### config.mk
export PLATFORM = sky130hd
export DESIGN_NAME = spi_flag_ctrl
export DESIGN_NICKNAME = d
export VERILOG_FILES = /design/src/rtl/spi_flag_pkg.sv /design/src/rtl/ss_sync.sv /design/src/rtl/sticky_flag.sv /design/src/rtl/spi_ctl_regs.sv /design/src/rtl/spi_flag_ctrl.sv
export SDC_FILE = /design/constraint.sdc
export NUM_CORES = 1
export LEC_CHECK = 0
export BUFFER_PORTS_ARGS = -buffer_cell sky130_fd_sc_hd__buf_2
export CORE_MARGIN = 2
export CORE_UTILIZATION = 32
export CTS_CLUSTER_DIAMETER = 50
export DETAILED_ROUTE_END_ITERATION = 8
export SLEW_MARGIN = 20
export SYNTH_ARGS = -nofsm -noshare
export SYNTH_HDL_FRONTEND = slang
export SYNTH_SLANG_ARGS = --single-unit
### constraint.sdc
create_clock -name clk -period 1.9 [get_ports clk]
set_input_delay 0.285 -clock clk [delete_from_list [all_inputs] [get_ports clk]]
set_output_delay 0.285 -clock clk [all_outputs]
set_load 0.01 [all_outputs]
### src/rtl/spi_flag_pkg.sv
package spi_flag_pkg;

    localparam int NFLAG   = 4;
    localparam int FLG_CMP = 0;
    localparam int FLG_OVR = 1;
    localparam int FLG_COL = 2;
    localparam int FLG_FLT = 3;

    typedef struct packed {
        logic fdet_en;
        logic irq_en;
        logic port_en;
        logic master;
    } ctl_t;

    localparam int CTL_W = $bits(ctl_t);

    function automatic logic irq_source(input logic [NFLAG-1:0] f, input logic fdet);
        return f[FLG_CMP] | f[FLG_OVR] | f[FLG_COL] | (f[FLG_FLT] & fdet);
    endfunction

endpackage

### src/rtl/ss_sync.sv
module ss_sync #(
    parameter int STAGES = 2
) (
    input  logic clk,
    input  logic rst,
    input  logic pin_i,
    output logic sync_o
);
    logic [STAGES-1:0] chain_q;

    always_ff @(posedge clk) begin
        if (rst) chain_q <= '1;
        else     chain_q <= {chain_q[STAGES-2:0], pin_i};
    end

    assign sync_o = chain_q[STAGES-1];
endmodule

### src/rtl/sticky_flag.sv
module sticky_flag (
    input  logic clk,
    input  logic rst,
    input  logic set_i,
    input  logic clr_i,
    output logic q_o
);
    always_ff @(posedge clk) begin
        if (rst)        q_o <= 1'b0;
        else if (set_i) q_o <= 1'b1;
        else if (clr_i) q_o <= 1'b0;
    end
endmodule

### src/rtl/spi_ctl_regs.sv
module spi_ctl_regs
    import spi_flag_pkg::*;
(
    input  logic clk,
    input  logic rst,
    input  logic we_i,
    input  ctl_t wd_i,
    input  logic fault_i,
    output ctl_t q_o
);
    ctl_t nxt;

    always_comb begin
        nxt = q_o;
        if (we_i) nxt = wd_i;
        if (fault_i) begin
            nxt.master  = 1'b0;
            nxt.port_en = 1'b0;
        end
    end

    always_ff @(posedge clk) begin
        if (rst) q_o <= '0;
        else     q_o <= nxt;
    end
endmodule

### src/rtl/spi_flag_ctrl.sv
module spi_flag_ctrl
    import spi_flag_pkg::*;
#(
    parameter int SYNC_STAGES = 2
) (
    input  logic             clk,
    input  logic             rst,
    input  logic             busy_i,
    input  logic             done_i,
    input  logic             ovr_i,
    input  logic             dwr_i,
    input  logic             ss_n_i,
    input  logic             ctl_we_i,
    input  logic [CTL_W-1:0] ctl_wd_i,
    input  logic             sts_we_i,
    input  logic [NFLAG-1:0] sts_wd_i,
    output logic             load_o,
    output logic [NFLAG-1:0] flags_o,
    output logic             master_o,
    output logic             en_o,
    output logic             irq_o
);
    logic             ss_s;
    logic             fault;
    logic [NFLAG-1:0] set_v;
    logic [NFLAG-1:0] clr_v;
    ctl_t             ctl_q;
    logic             irq_q;

    ss_sync #(.STAGES(SYNC_STAGES)) u_sync (
        .clk(clk), .rst(rst), .pin_i(ss_n_i), .sync_o(ss_s)
    );

    assign fault = ctl_q.fdet_en & ctl_q.master & ~ss_s;

    spi_ctl_regs u_ctl (
        .clk(clk), .rst(rst), .we_i(ctl_we_i), .wd_i(ctl_t'(ctl_wd_i)),
        .fault_i(fault), .q_o(ctl_q)
    );

    always_comb begin
        set_v          = '0;
        set_v[FLG_CMP] = done_i;
        set_v[FLG_OVR] = ovr_i;
        set_v[FLG_COL] = dwr_i & busy_i;
        set_v[FLG_FLT] = fault;
        clr_v          = sts_we_i ? ~sts_wd_i : '0;
    end

    for (genvar g = 0; g < NFLAG; g++) begin : g_flag
        sticky_flag u_flag (
            .clk(clk), .rst(rst), .set_i(set_v[g]), .clr_i(clr_v[g]), .q_o(flags_o[g])
        );
    end

    always_ff @(posedge clk) begin
        if (rst) irq_q <= 1'b0;
        else     irq_q <= ctl_q.irq_en & irq_source(flags_o, ctl_q.fdet_en);
    end

    assign load_o   = dwr_i & ~busy_i;
    assign master_o = ctl_q.master;
    assign en_o     = ctl_q.port_en;
    assign irq_o    = irq_q;

    AST_COLLISION_FLAGGED: assert property (@(posedge clk) disable iff (rst)
        (dwr_i && busy_i) |=> flags_o[FLG_COL]);

    AST_FLAG_HELD: assert property (@(posedge clk) disable iff (rst)
        (flags_o[FLG_OVR] && !(sts_we_i && !sts_wd_i[FLG_OVR])) |=> flags_o[FLG_OVR]);

    AST_SET_BEATS_CLEAR: assert property (@(posedge clk) disable iff (rst)
        (done_i && sts_we_i && !sts_wd_i[FLG_CMP]) |=> flags_o[FLG_CMP]);

    AST_NO_DETECT_OFF: assert property (@(posedge clk) disable iff (rst)
        (!ctl_q.fdet_en && master_o && !ctl_we_i) |=> master_o);

    AST_FAULT_ACTION: assert property (@(posedge clk) disable iff (rst)
        (ctl_q.fdet_en && master_o && !ss_s) |=> (!master_o && !en_o && flags_o[FLG_FLT]));

    AST_IRQ_GATED: assert property (@(posedge clk) disable iff (rst)
        !ctl_q.irq_en |=> !irq_o);

    AST_FAULT_IRQ_MASK: assert property (@(posedge clk) disable iff (rst)
        (!ctl_q.fdet_en && flags_o[2:0] == 3'b000) |=> !irq_o);
endmodule

==> results of run 1 <==
==> how the worst min path moves through the flow <==
stage | end | cells past startpoint | startpoint | slack, ps
finish | u_sync.chain_q[0] | 2 | ss_n_i | 200
global route | u_sync.chain_q[0] | 2 | ss_n_i | 200
CTS | u_sync.chain_q[0] | 2 | ss_n_i | 190
detailed placement | u_sync.chain_q[1] | 1 | u_sync.chain_q[0] | 390
global placement | u_sync.chain_q[1] | 1 | u_sync.chain_q[0] | 390
floorplan | u_sync.chain_q[0] | 1 | ss_n_i | 390
==> cells in the mapped netlist <==
library cell | count | area, um^2
nor2b_1 | 1 | 6.26
buf_2 | 1 | 5.00
clkbuf_2 | 1 | 5.00
inv_1 | 3 | 11.3
or2_2 | 2 | 12.5
dfxtp_1 | 11 | 220
nor3b_1 | 1 | 7.51
buf_4 | 4 | 30.0
nor2_1 | 4 | 15.0
nand2b_1 | 1 | 6.26
nand2_1 | 1 | 3.75
a21oi_1 | 4 | 20.0
o21ai_0 | 4 | 20.0
nand3b_1 | 1 | 7.51
mux2i_1 | 4 | 40.0
a2111oi_2 | 1 | 15.0
==> through the flow <==
step / power, mW / cells / cell area, um^2
6_report: 0.454 / 81 / 551
5_1_grt: 0.483 / 81 / 551
4_1_cts: 0.464 / 81 / 551
3_5_place_dp: 0.309 / 77 / 524
3_3_place_gp: 0.308 / 77 / 524
2_1_floorplan: 0.288 / 44 / 425
==> power breakdown <==
| part | internal (mW) | switching (mW) | leakage [nW] | total (mW) |
|---|---|---|---|---|
| logic | 0.0295 | 0.0235 | 0.175 | 0.0531 |
| registers | 0.243 | 0.00698 | 0.0908 | 0.250 |
| clock network | 0.0811 | 0.0706 | 0.0150 | 0.152 |
==> kinds of logic (layout without fill, tap and decap cells) <==
family          Yosys count  after routing  synth area share, %
compound gates            9              9                 12.9
flops                    11             11                 51.8
buf+inv                   9             31                 12.1
simple gates             11             11                 13.8
mux                       4              4                 9.41
==> layer usage <==
layer | track usage (%) | vias up | part of all wire (%)
met2 | 17.5 | 21 | 45
met4 | 0 | 0 | 0
met5 | 0 | - | 0
li1 | - | 188 | -
met3 | 8.33 | 0 | 13
met1 | 12.6 | 151 | 41
==> state kept, by name, summed over array words and instances, names as in the netlist <==
signal and count:
u_sync.chain_q 2, g_flag.u_flag.q_o 4, u_ctl.q_o 4, irq_o 1
==> layout make-up <==
type                       instances  area (um^2)
sequential                        11          220
timing repair buffer              24          120
inverter                           3         11.3
fill                             125          718
clock buffer                       4         26.3
multi-input combinational         24          154
tap                               15         18.8
==> results.json, run 1 <==
{
  "status": "completed",
  "clk_latency_ps": 260,
  "rr_worst_depth": 2,
  "startpoint": "g_flag[3].u_flag.q_o",
  "powerDensity_mw_per_mm2": 825,
  "crit_required_ps": 1620,
  "most-common-layout-cells": "buf_2 (24), dfxtp_1 (11)",
  "rsz0062_at_grt": "false",
  "first_pass_iters": 3,
  "ir_drop_mv": 0.503,
  "critical_path_arrival_ps": 770,
  "grt_pass1_vias": 301,
  "cap_violations": 0,
  "r2r_start": "u_ctl.q_o[3]",
  "synth-seq-cells": 11,
  "cts-root-buf": "clkbuf_4",
  "max_stage_delay_ps": 370,
  "grt_start_max_net_pins": 11,
  "finalCriticalPeriod_ps": 1060,
  "post_cts_resized": 0,
  "antenna_cells": 0,
  "p_leak_nw": 0.281,
  "start_util_pct": 33.5,
  "cp_top_family": "flip-flops",
  "cts_buffer_depth": 2,
  "io_pins": 25,
  "drtIter0Drc": 3,
  "worst_slew_pin_slew_ps": 278,
  "utilization_pct": 43.4,
  "globalplace.congestion": 0.575,
  "grt_pass1_wl_um": 1170,
  "h-tree-depth": 1,
  "drv_slew": 0,
  "cp-start-kind": "flip-flop",
  "hold_ws_ps": 205,
  "synthCells": 44,
  "tns_ps": 0,
  "drive_above_1_share_pct": 45.5,
  "ys.warnings.count": 0,
  "rr_endpoint": "irq_o",
  "skew_ps": 4.20,
  "rows": 13,
  "cts.reportedPaths.clkPinSlew_ps": 70,
  "ys_seq_area_share_pct": 51.8,
  "timing_worst_setup_path_type": "flip-flop to output pin",
  "cp-endpoint": "flags_o[3]",
  "max_freq_mhz": 946,
  "drt_wl_total_um": 726,
  "core_area_mm2": 0.00127,
  "finalSetupViolCount": 0,
  "dp_slack_ps": 975,
  "via_count": 360,
  "hp-class": "input pin to flip-flop",
  "portBuffers": 24,
  "drcViolationCount": 0,
  "syn2layout_area_growth_pct": 29.4,
  "hold_violations": 0,
  "cts_buffers": 3,
  "post_cts_buffers": 0,
  "ys_types": 16,
  "grt_use_total_pct": 11.0,
  "synth.avg_cell_area_um2": 9.67,
  "cp.depth": 1,
  "cts.sinks": 11,
  "relSlewSlack_pct": 81.4,
  "drt-wirelength-per-cell_um": 8.96,
  "path_buf_inv": 1,
  "hold_buffers": 0,
  "fp.dieH_um": 40.5,
  "worst_slack_ps": 843,
  "cts_tree": "done",
  "antenna_found_initial": 0,
  "fin_nets": 84,
  "viasPerCell": 4.44,
  "die_x_um": 40.5,
  "synth_fp_nets": 61,
  "cp_max_fo": 3,
  "syn_area_um2": 425,
  "rrSetupSlack_ps": 1000,
  "grt_overflow_total": 0,
  "slowest_stage": "dfxtp_1",
  "cp-end-kind": "output pin",
  "crit_chain": "buf_2",
  "antenna_left": 0,
  "design.die.area_mm2": 0.00164,
  "final_common_cell": "buf_2",
  "period_share_pct": 55.6
}
Power figures use the tool's default switching activity.
==> inputs of run 2 (changes only) <==
Clock period 1.9 ns to 1.05 ns, I/O delays scaled along.
==> run 2 against run 1 <==
Hold slack got worse by 130 ps. Cell area stayed put. First-iteration DRC count is the same. Sequential share of layout area unchanged. Non-clock buffer count stayed put. Via count down 3.1%. Critical path type unchanged. Largest power group unchanged.
==> results.json, run 2 (synthesis gave the netlist of run 1 again) <==
{
  "finalNonFillerCells": 81,
  "stdcell_area_um2": 551,
  "drt-wirelength-per-cell_um": 9.46,
  "path_buf_inv": 1,
  "relSlewSlack_pct": 82.9,
  "cts-root-buf": "clkbuf_4",
  "slowest_stage": "dfxtp_1",
  "p_leak_nw": 0.281,
  "globalplace.congestion": 0.653,
  "final_common_cell": "buf_2",
  "antenna_cells": 0,
  "design.die.area_mm2": 0.00164,
  "rrSetupSlack_ps": 190,
  "max_freq_mhz": 1060,
  "grt_start_max_net_pins": 11,
  "cts.reportedPaths.clkPinSlew_ps": 70,
  "cts_tree": "done",
  "drt_wl_total_um": 766,
  "drive_above_1_share_pct": 45.5,
  "h-tree-depth": 1,
  "dr_wl_met3_um": 85,
  "cts_buffers": 3,
  "worst_slew_pin_slew_ps": 256,
  "cts_buffer_depth": 2,
  "post_cts_buffers": 0,
  "syn2layout_area_growth_pct": 29.4,
  "worst_slack_ps": 107,
  "viasPerCell": 4.31,
  "hold_depth": 2,
  "cp-start-kind": "flip-flop",
  "utilization_pct": 43.4,
  "rr_endpoint": "irq_o",
  "critical_path_arrival_ps": 790,
  "hold_end": "u_sync.chain_q[0]",
  "grt_use_total_pct": 11.0,
  "drv_slew": 0,
  "rr_worst_depth": 2,
  "nFillCells": 131,
  "core_area_mm2": 0.00127,
  "clk_latency_ps": 260,
  "hold_buffers": 0,
  "power.total_uw": 824,
  "tns_ps": 0,
  "die_x_um": 40.5,
  "cts.sinks": 11,
  "hold_violations": 0,
  "finalCriticalPeriod_ps": 943,
  "cp_max_fo": 3,
  "skew_ps": 4.40,
  "grt_overflow_total": 0,
  "cp-end-kind": "output pin",
  "rsz0062_at_grt": "false",
  "rows": 13,
  "crit_required_ps": 890,
  "drcViolationCount": 0,
  "post_cts_resized": 0,
  "cp_top_family": "flip-flops",
  "startpoint": "g_flag[1].u_flag.q_o",
  "met1_length_um": 342,
  "hp-class": "input pin to flip-flop",
  "r2r_start": "u_ctl.q_o[3]",
  "grt_pass1_wl_um": 1100,
  "reg.largest.list": "g_flag.u_flag.q_o (4), u_ctl.q_o (4), u_sync.chain_q (2)",
  "wl_met2_um": 338,
  "grt_pass1_vias": 301,
  "powerDensity_mw_per_mm2": 1500,
  "drtIter0Drc": 3,
  "fp.dieH_um": 40.5,
  "ir_drop_mv": 0.537,
  "antenna_found_initial": 0,
  "placed_area_um2": 524,
  "fin_nets": 84,
  "start_util_pct": 33.5,
  "status": "completed",
  "timing_worst_setup_path_type": "flip-flop to output pin",
  "dp_slack_ps": 174,
  "placed_cells": 77,
  "period_share_pct": 89.8,
  "portBuffers": 24,
  "crit_chain": "buf_2",
  "most-common-layout-cells": "buf_2 (24), dfxtp_1 (11)",
  "finalSetupViolCount": 0,
  "hpwl_um": 597,
  "max_stage_delay_ps": 370,
  "io_pins": 25,
  "routed.top_layer": "met3",
  "first_pass_iters": 2,
  "via_count": 349,
  "antenna_left": 0,
  "hold_ws_ps": 77.7,
  "hp-start": "ss_n_i",
  "cap_violations": 0
}
## run 2: cell type report
class	instances	area [um^2]	area share, %
Tap cell	15	18.8	3.41
Inverter	3	11.3	2.05
Timing Repair Buffer	24	120	21.8
Sequential cell	11	220	40.0
Clock buffer	4	26.3	4.77
Multi-Input combinational cell	24	154	28.0
## run 2: metal layers
layer | vias to the layer above | track usage (%)
met4 | 0 | 7.50
met5 | - | 0
li1 | 185 | -
met3 | 0 | 5.00
met2 | 19 | 18.3
met1 | 145 | 10.7
## run 2: worst max-delay path by stage
stage / to / slack, ps / cells after the start
after floorplan: irq_o / 210 / 2
after global placement: irq_o / 180 / 2
after detailed placement: irq_o / 170 / 2
after CTS: flags_o[1] / 100 / 1
after global routing: flags_o[1] / 60 / 1
final: flags_o[1] / 110 / 1
## run 2: power by group
part | switching, mW | internal [mW] | leakage, nW | total (mW)
registers | 0.0129 | 0.439 | 0.0908 | 0.452
clock network | 0.129 | 0.147 | 0.0150 | 0.276
logic | 0.0429 | 0.0534 | 0.175 | 0.0963
==> inputs of run 3 (changes only) <==
Settings changed: PLACE_DENSITY_LB_ADDON set to 0.2.
Clock period 1.05 ns to 1.2 ns, I/O delays scaled along.
==> run 3 against run 2 <==
First-iteration DRC count is 67% lower. Worst setup slack better by 130 ps. Highest routed layer unchanged. Flip-flop and latch count stayed put. Utilization stayed put. Cell area stayed put. Cell count stayed put. Power is 12% lower. Clock skew is 3.1 ps lower. Combinational power is 12% lower. Sequential share of layout area stayed put. Die area stayed put.
==> results.json, run 3 (synthesis gave the netlist of run 1 again) <==
{
  "status": "completed",
  "hp-class": "input pin to flip-flop",
  "grt_pass1_vias": 274,
  "post_cts_buffers": 0,
  "ir_drop_mv": 0.567,
  "cts.sinks": 11,
  "cp-end-kind": "output pin",
  "period_share_pct": 80.4,
  "cts_buffer_depth": 2,
  "cap_violations": 0,
  "cts_tree": "done",
  "io_pins": 25,
  "max_stage_delay_ps": 370,
  "finalCriticalPeriod_ps": 964,
  "drt-wirelength-per-cell_um": 9.22,
  "most-common-layout-cells": "buf_2 (24), dfxtp_1 (11)",
  "cts-root-buf": "clkbuf_4",
  "finalSetupViolCount": 0,
  "core_area_mm2": 0.00127,
  "cts_buffers": 3,
  "first_pass_iters": 2,
  "fp.dieH_um": 40.5,
  "cp-start-kind": "flip-flop",
  "grt_use_total_pct": 10.1,
  "antenna_cells": 0,
  "grt_pass1_wl_um": 1040,
  "cts.reportedPaths.clkPinSlew_ps": 70,
  "grt_overflow_total": 0,
  "drv_slew": 0,
  "via_count": 351,
  "antenna_found_initial": 0,
  "tns_ps": 0,
  "worst_slew_pin_slew_ps": 260,
  "clk_latency_ps": 260,
  "rsz0062_at_grt": "false",
  "globalplace.congestion": 0.586,
  "final_common_cell": "buf_2",
  "placed_area_um2": 524,
  "start_util_pct": 33.5,
  "p_leak_nw": 0.281,
  "h-tree-depth": 1,
  "post_cts_resized": 0,
  "drtIter0Drc": 1,
  "syn2layout_area_growth_pct": 29.4,
  "antenna_left": 0,
  "finalNonFillerCells": 81,
  "timing_worst_setup_path_type": "flip-flop to output pin",
  "crit_chain": "buf_2",
  "cp_max_fo": 3,
  "drcViolationCount": 0,
  "drt_wl_total_um": 747,
  "placed_cells": 77,
  "die_x_um": 40.5,
  "critical_path_arrival_ps": 780,
  "viasPerCell": 4.33,
  "fin_nets": 84,
  "drive_above_1_share_pct": 45.5,
  "stdcell_area_um2": 551,
  "slowest_stage": "dfxtp_1",
  "grt_start_max_net_pins": 11,
  "design.die.area_mm2": 0.00164,
  "hold_buffers": 0,
  "rows": 13,
  "skew_ps": 1.34,
  "reg.largest.list": "g_flag.u_flag.q_o (4), u_ctl.q_o (4), u_sync.chain_q (2)",
  "path_buf_inv": 1,
  "hold_violations": 0,
  "crit_required_ps": 1020,
  "max_freq_mhz": 1040,
  "cp_top_family": "flip-flops",
  "powerDensity_mw_per_mm2": 1320,
  "portBuffers": 24,
  "relSlewSlack_pct": 82.6
}
## run 3: cell counts in the layout (fill, tap and decap cells not counted)
Identical to the previous run, type by type.
## run 3: area by class of cell
cell class                 instances  area, um^2
sequential                        11         220
fill                             133         718
timing repair buffer              24         120
multi-input combinational         24         154
tap                               15        18.8
clock buffer                       4        26.3
inverter                           3        11.3
## run 3: path summary, 6_finish.rpt
kind	to	start	slack [ps]	cells past startpoint
min reg2reg	u_sync.chain_q[1]	u_sync.chain_q[0]	410	1
max	flags_o[2]	g_flag[2].u_flag.q_o	240	1
min	u_sync.chain_q[0]	ss_n_i	100	2
max reg2reg	irq_o	u_ctl.q_o[3]	330	2
## run 3: layer usage
layer	vias up	GRT usage (%)	routed length (um)
li1	190	-	-
met1	145	11.3	352
met2	16	15.9	327
met3	0	3.33	67
met4	0	7.50	0
met5	-	0	0
## run 3: metrics by stage
| step | setup WS, ps | util [%] | total power [mW] | hold WS, ps |
|---|---|---|---|---|
| after floorplan | 364 | - | 0.456 | 284 |
| after global placement | 335 | 41.3 | 0.488 | 364 |
| after detailed placement | 319 | 41.3 | 0.490 | 369 |
| after CTS | 225 | 43.4 | 0.742 | 85.7 |
| after global routing | 206 | 43.4 | 0.768 | 93.6 |
| final | 236 | 43.4 | 0.727 | 97.3 |
## run 3: power breakdown
part           internal (mW)  total [mW]  switching [mW]
Combinational         0.0468      0.0846          0.0378
Clock                  0.128       0.247           0.119
Sequential             0.384       0.395          0.0111
Total                  0.559       0.727           0.168
